--- src/rtl/hbx_pkg.sv ---
package hbx_pkg;

    localparam int SLICE_N = 16;
    localparam int SLICE_W = 4;

    typedef logic [SLICE_N-1:0] cover_t;

    typedef enum logic {
        XF_HUB_TO_LOC = 1'b0,
        XF_LOC_TO_HUB = 1'b1
    } xfer_dir_e;

    function automatic cover_t slice_bit(input logic [SLICE_W-1:0] s);
        return cover_t'(1) << s;
    endfunction

endpackage

--- src/rtl/hbx_ctrl.sv ---
module hbx_ctrl #(
    parameter int CNT_W = 4
) (
    input  logic             clk,
    input  logic             rst,
    input  logic             start_i,
    input  logic [CNT_W-1:0] blk_cnt_i,
    input  logic             acc_i,
    input  logic             full_i,
    output logic             accept_o,
    output logic             busy_o,
    output logic             done_o,
    output logic [CNT_W-1:0] blk_idx_o
);

    logic             busy_q;
    logic             done_q;
    logic [CNT_W-1:0] cnt_q;
    logic [CNT_W-1:0] idx_q;
    logic             last_blk;
    logic             blk_end;

    assign accept_o = start_i && !busy_q && (blk_cnt_i != '0);
    assign last_blk = (idx_q == cnt_q - CNT_W'(1));
    assign blk_end  = busy_q && acc_i && full_i;

    always_ff @(posedge clk) begin
        if (rst) begin
            busy_q <= 1'b0;
            done_q <= 1'b0;
            cnt_q  <= '0;
            idx_q  <= '0;
        end else begin
            done_q <= 1'b0;
            if (accept_o) begin
                busy_q <= 1'b1;
                cnt_q  <= blk_cnt_i;
                idx_q  <= '0;
            end else if (blk_end) begin
                if (last_blk) begin
                    busy_q <= 1'b0;
                    done_q <= 1'b1;
                end else begin
                    idx_q <= idx_q + CNT_W'(1);
                end
            end
        end
    end

    assign busy_o    = busy_q;
    assign done_o    = done_q;
    assign blk_idx_o = idx_q;

    AST_DONE_PULSE: assert property (@(posedge clk) disable iff (rst)
        done_q |=> !done_q);
    AST_DONE_IDLE: assert property (@(posedge clk) disable iff (rst)
        done_q |-> !busy_q);
    AST_END_SIGNALLED: assert property (@(posedge clk) disable iff (rst)
        $fell(busy_q) |-> done_q);

endmodule

--- src/rtl/hbx_cover.sv ---
module hbx_cover
    import hbx_pkg::*;
(
    input  logic               clk,
    input  logic               rst,
    input  logic               clr_i,
    input  logic               busy_i,
    input  logic [SLICE_W-1:0] slice_i,
    output logic               acc_o,
    output logic               full_o
);

    cover_t cov_q;
    cover_t cov_nx;

    assign acc_o  = busy_i && !cov_q[slice_i];
    assign cov_nx = cov_q | slice_bit(slice_i);
    assign full_o = acc_o && (&cov_nx);

    always_ff @(posedge clk) begin
        if (rst || clr_i) begin
            cov_q <= '0;
        end else if (acc_o) begin
            cov_q <= full_o ? '0 : cov_nx;
        end
    end

    AST_COVER_GROWS: assert property (@(posedge clk) disable iff (rst)
        (acc_o && !full_o) |=> ($countones(cov_q) == $past($countones(cov_q)) + 1));

endmodule

--- src/rtl/hbx_addr.sv ---
module hbx_addr
    import hbx_pkg::*;
#(
    parameter int DATA_W = 32,
    parameter int HUB_AW = 10,
    parameter int LOC_AW = 8,
    parameter int CNT_W  = 4
) (
    input  logic                      clk,
    input  logic                      rst,
    input  logic                      accept_i,
    input  logic                      dir_i,
    input  logic [HUB_AW-SLICE_W-1:0] hub_blk_i,
    input  logic [LOC_AW-1:0]         loc_base_i,
    input  logic [CNT_W-1:0]          blk_idx_i,
    input  logic [SLICE_W-1:0]        slice_i,
    input  logic                      acc_i,
    output logic [HUB_AW-1:0]         hub_addr_o,
    output logic                      hub_we_o,
    output logic [DATA_W-1:0]         hub_wdata_o,
    input  logic [DATA_W-1:0]         hub_rdata_i,
    output logic [LOC_AW-1:0]         loc_addr_o,
    output logic                      loc_we_o,
    output logic [DATA_W-1:0]         loc_wdata_o,
    input  logic [DATA_W-1:0]         loc_rdata_i
);

    localparam int HBLK_W = HUB_AW - SLICE_W;

    typedef struct packed {
        xfer_dir_e          dir;
        logic [HBLK_W-1:0]  hblk;
        logic [LOC_AW-1:0]  lbase;
    } req_t;

    req_t              req_q;
    logic [HUB_AW-1:0] hub_off;
    logic [LOC_AW-1:0] loc_off;

    always_ff @(posedge clk) begin
        if (rst) begin
            req_q <= '0;
        end else if (accept_i) begin
            req_q.dir   <= xfer_dir_e'(dir_i);
            req_q.hblk  <= hub_blk_i;
            req_q.lbase <= loc_base_i;
        end
    end

    assign hub_off    = HUB_AW'(blk_idx_i) << SLICE_W;
    assign loc_off    = LOC_AW'(blk_idx_i) << SLICE_W;
    assign hub_addr_o = {req_q.hblk, slice_i} + hub_off;
    assign loc_addr_o = req_q.lbase + loc_off + LOC_AW'(slice_i);

    assign hub_we_o    = acc_i && (req_q.dir == XF_LOC_TO_HUB);
    assign loc_we_o    = acc_i && (req_q.dir == XF_HUB_TO_LOC);
    assign hub_wdata_o = loc_rdata_i;
    assign loc_wdata_o = hub_rdata_i;

    AST_SLICE_LANE: assert property (@(posedge clk) disable iff (rst)
        acc_i |-> (hub_addr_o[SLICE_W-1:0] == slice_i));

endmodule

--- src/rtl/hbx_engine.sv ---
module hbx_engine
    import hbx_pkg::*;
#(
    parameter int DATA_W = 32,
    parameter int HUB_AW = 10,
    parameter int LOC_AW = 8,
    parameter int CNT_W  = 4
) (
    input  logic               clk,
    input  logic               rst,
    input  logic               start_i,
    input  logic               dir_i,
    input  logic [HUB_AW-1:0]  hub_addr_i,
    input  logic [LOC_AW-1:0]  loc_base_i,
    input  logic [CNT_W-1:0]   blk_cnt_i,
    input  logic [SLICE_W-1:0] slice_i,
    output logic               busy_o,
    output logic               done_o,
    output logic [HUB_AW-1:0]  hub_addr_o,
    output logic               hub_we_o,
    output logic [DATA_W-1:0]  hub_wdata_o,
    input  logic [DATA_W-1:0]  hub_rdata_i,
    output logic [LOC_AW-1:0]  loc_addr_o,
    output logic               loc_we_o,
    output logic [DATA_W-1:0]  loc_wdata_o,
    input  logic [DATA_W-1:0]  loc_rdata_i
);

    logic             accept;
    logic             acc;
    logic             full;
    logic [CNT_W-1:0] blk_idx;
    logic             unused_lsb;

    assign unused_lsb = ^hub_addr_i[SLICE_W-1:0];

    hbx_ctrl #(.CNT_W(CNT_W)) u_ctrl (
        .clk       (clk),
        .rst       (rst),
        .start_i   (start_i),
        .blk_cnt_i (blk_cnt_i),
        .acc_i     (acc),
        .full_i    (full),
        .accept_o  (accept),
        .busy_o    (busy_o),
        .done_o    (done_o),
        .blk_idx_o (blk_idx)
    );

    hbx_cover u_cover (
        .clk     (clk),
        .rst     (rst),
        .clr_i   (accept),
        .busy_i  (busy_o),
        .slice_i (slice_i),
        .acc_o   (acc),
        .full_o  (full)
    );

    hbx_addr #(
        .DATA_W (DATA_W),
        .HUB_AW (HUB_AW),
        .LOC_AW (LOC_AW),
        .CNT_W  (CNT_W)
    ) u_addr (
        .clk         (clk),
        .rst         (rst),
        .accept_i    (accept),
        .dir_i       (dir_i),
        .hub_blk_i   (hub_addr_i[HUB_AW-1:SLICE_W]),
        .loc_base_i  (loc_base_i),
        .blk_idx_i   (blk_idx),
        .slice_i     (slice_i),
        .acc_i       (acc),
        .hub_addr_o  (hub_addr_o),
        .hub_we_o    (hub_we_o),
        .hub_wdata_o (hub_wdata_o),
        .hub_rdata_i (hub_rdata_i),
        .loc_addr_o  (loc_addr_o),
        .loc_we_o    (loc_we_o),
        .loc_wdata_o (loc_wdata_o),
        .loc_rdata_i (loc_rdata_i)
    );

    AST_QUIET_IDLE: assert property (@(posedge clk) disable iff (rst)
        !busy_o |-> (!hub_we_o && !loc_we_o));
    AST_FULL_RATE: assert property (@(posedge clk) disable iff (rst)
        (busy_o && $past(busy_o) && (slice_i == 4'($past(slice_i) + 4'd1)))
            |-> (hub_we_o || loc_we_o));

endmodule

--- config.mk ---
export PLATFORM = sky130hd
export DESIGN_NAME = hbx_engine
export DESIGN_NICKNAME = d
export VERILOG_FILES = /design/src/rtl/hbx_pkg.sv /design/src/rtl/hbx_ctrl.sv /design/src/rtl/hbx_cover.sv /design/src/rtl/hbx_addr.sv /design/src/rtl/hbx_engine.sv
export SDC_FILE = /design/constraint.sdc
export NUM_CORES = 1
export LEC_CHECK = 0
export CORE_ASPECT_RATIO = 0.5
export CORE_MARGIN = 2
export CORE_UTILIZATION = 38
export CTS_CLUSTER_DIAMETER = 80
export CTS_CLUSTER_SIZE = 14
export DETAILED_ROUTE_END_ITERATION = 6
export PLACE_DENSITY = 0.91
export SYNTH_ARGS = -nofsm -noshare
export SYNTH_HDL_FRONTEND = slang
export SYNTH_SLANG_ARGS = --single-unit
--- constraint.sdc ---
create_clock -name clk -period 2.61 [get_ports clk]
set_input_delay 0.3915 -clock clk [delete_from_list [all_inputs] [get_ports clk]]
set_output_delay 0.3915 -clock clk [all_outputs]
set_load 0.03 [all_outputs]
==> run metrics <==
post-DR vias/cell=5.31; power per cell area=480 nW/um2; Yosys warning count=0; first-pass GRT wire length=11300 um; Clock Power Share=36.6%; CTS Buf Count=5; largest family of logic cells by synthesized area=buffers and inverters; GRT Total Usage=16.3%; Total Power=1.65 mW; Num Clock Sinks=41; vias in the first global route=2549; most frequent cells in the layout=51 x buf_4, 48 x nand2_1, 39 x dfxtp_1, 30 x nor2_1; chip height=66.4 um; Final TNS setup=0 ns; Slew Limit Fails=0; Slew HR=58.7%; Crit path arrival time=2.16 ns; commonest non-fill, non-tap cell in the layout=buf_4; Sw Ratio=28.9%; Synth Area in Compound Gates=16.1%; P_leak=1.38 nW; antenna fix cells=0; row cnt=22; PortBufs=47; DR WL/cell=14.6 um; Avg Synthesized Cell Area=7.88 um2; final hold vios=0; net switching power=477 uW; Detailed Place HPWL=4910 um; fin crit share=97.6%; # fillers=690; sequential element share of the synthesized area=27.8%; post-synthesis cell area=2960 um2; Synth Instances=375; initial antenna violation count=0; status=completed; Initial Utilization=39.8%; Die X-Extent=129 um; ys flop type=dfxtp_1; cell taking the most area after synthesis=dfxtp_1; Starting DRT DRC Count=126; clk slew on worst S/H paths=0.06 ns; fin crit period=2.55 ns; # IOs=180; final wirelength=7010 um; ranking of synthesized cells by area=dfxtp_1 28%, buf_4 17%, nand2_1 6.1%; share of cells above drive strength 1=21.1%; Post-synth EDFFs=0; clk root buf=clkbuf_16; GP Congestion=0.917; Clock Path Buffers=2; post-synthesis mux area share=3.26%; number of remaining DRC errors=0; CTS H-Tree Depth=2; FF+latch count, synth=41; antenna viol nets, final=0; hold crit path type=flop to flop; Clock Skews=0.00783 ns; Final WS setup=0.0629 ns; xor/xnor share of the synthesized area=4.74%; Worst setup EP type=primary output; Worst-Skew Late Latency=0.29 ns; global route overflow=0; CTS tree=built; largest net degree at the start of global routing=21; WP data required=2.22 ns; Area after DPL=3230 um2; Int Pwr=1.18 mW; Post-synth ARST share=0%; Crit Path Class=flop to primary output; crit path launch type=flop; Synth Net Count=484; maximum vdd drop=254 uV; RSZ-0062 raised after global routing=true; fin util=46.3%; worst slew pin tran=0.614 ns; Critical Path Fanout Max=3; via count=2547; Simple-Gate Fraction of Synth Area=19.1%; post-place setup slack=-0.412 ns; share of power burned in combinational logic=23.1%; Reg power frac=40.3%; maxcap violations=0; count of different cell masters after synthesis=50; fin nets=492; Yosys top cell area share=27.8%; Final Cell Area=3440 um2; drt first pass iters=5; post-synthesis adder-cell area fraction=6.86%; die area=8540 um2; # setup viols final=0; core area=7430 um2; achievable frequency=393 MHz; synth-to-layout area growth=16.4%
-- path summary, 6_finish.rpt --
kind / startpoint / to / slack, ns / cells past startpoint
hold reg to reg: u_addr.req_q[4]$_SDFFE_PP0P_ / u_addr.req_q[4]$_SDFFE_PP0P_ / 0.46 / 2
setup / recovery: u_addr.req_q[1]$_SDFFE_PP0P_ / loc_addr_o[7] / 0.06 / 8
hold / removal: u_addr.req_q[4]$_SDFFE_PP0P_ / u_addr.req_q[4]$_SDFFE_PP0P_ / 0.46 / 2
setup reg to reg: u_cover.cov_q[2]$_SDFFE_PP0N_ / u_ctrl.blk_idx_o[2]$_SDFFE_PP0P_ / 0.37 / 6
-- power groups by stage --
stage	clock [mW]	sequential [mW]	combinational [mW]
after floorplan	0	0.676	0.394
after global placement	0	0.677	0.358
after detailed placement	0	0.678	0.366
after CTS	0.611	0.664	0.367
after global routing	0.650	0.669	0.410
final	0.605	0.667	0.381
-- repair_timing --
action / in CTS / in global routing
hold buffers: 0 / 0
gates resized for setup: 6 / 17
hold endpoints to repair: 0 / 0
pin swaps: 0 / 7
setup buffers: 0 / 1
setup endpoints to repair: 8 / 5
-- cell families after synthesis --
| family | count (synthesis) |
|---|---|
| buffers and inverters | 103 |
| DFF | 41 |
| AOI/OAI and AO/OA | 72 |
| adders and majority gates | 15 |
| muxes | 9 |
| and+or+nand+nor | 119 |
| xor gates and xnor gates | 16 |
-- routing by layer --
metal / global-route usage, % / vias up / share of wire (%)
met3: 3.72 / 10 / 6.6
li1: - / 1221 / -
met5: 0 / - / 0
met4: 8.02 / 0 / 1.4
met2: 29.0 / 92 / 50
met1: 18.8 / 1224 / 42
-- state kept, by name, summed over array words and instances (netlist names) --
register,count
u_ctrl.busy_o,1
u_ctrl.done_o,1
u_addr.req_q,15
u_cover.cov_q,16
u_ctrl.blk_idx_o,4
u_ctrl.cnt_q,4
-- synthesized netlist by cell type, drive strengths merged (3+ instances only) --
master,n
buf,76
nand2,48
dfxtp,41
a21oi,31
nor2,31
inv,18
xnor2,16
ha,13
a31oi,9
clkbuf,9
o21ai,8
mux2i,7
nor2b,7
a22oi,5
or3,5
nand2b,4
nand3,4
nand4,4
a21o,3
nor3,3
nor4b,3
-- per-stage QoR --
step	hold slack, ns	std cells
after detailed placement	0.454	471
after global placement	0.448	471
after floorplan	0.440	375
after CTS	0.462	479
final	0.462	480
after global routing	0.487	480
-- critical path, cell delays in order (launching register included) --
cell and delay, ns:
dfxtp_2 0.36, ha_4 0.20, a21o_1 0.17, a21oi_2 0.15, nand2b_4 0.14, a21oi_2 0.06, o41a_1 0.38, xnor2_1 0.21
buf_4 0.19
-- area by class of cell --
type	count	area [um2]	area share (%)
multi-input combinational	231	1550	45.2
timing repair buffer	86	737	21.4
sequential	41	823	23.9
tap	96	120	3.49
clock inverter	2	10.0	0.291
inverter	18	67.6	1.96
clock buffer	6	129	3.75
No activity file was read; power rests on OpenSTA's default activity.
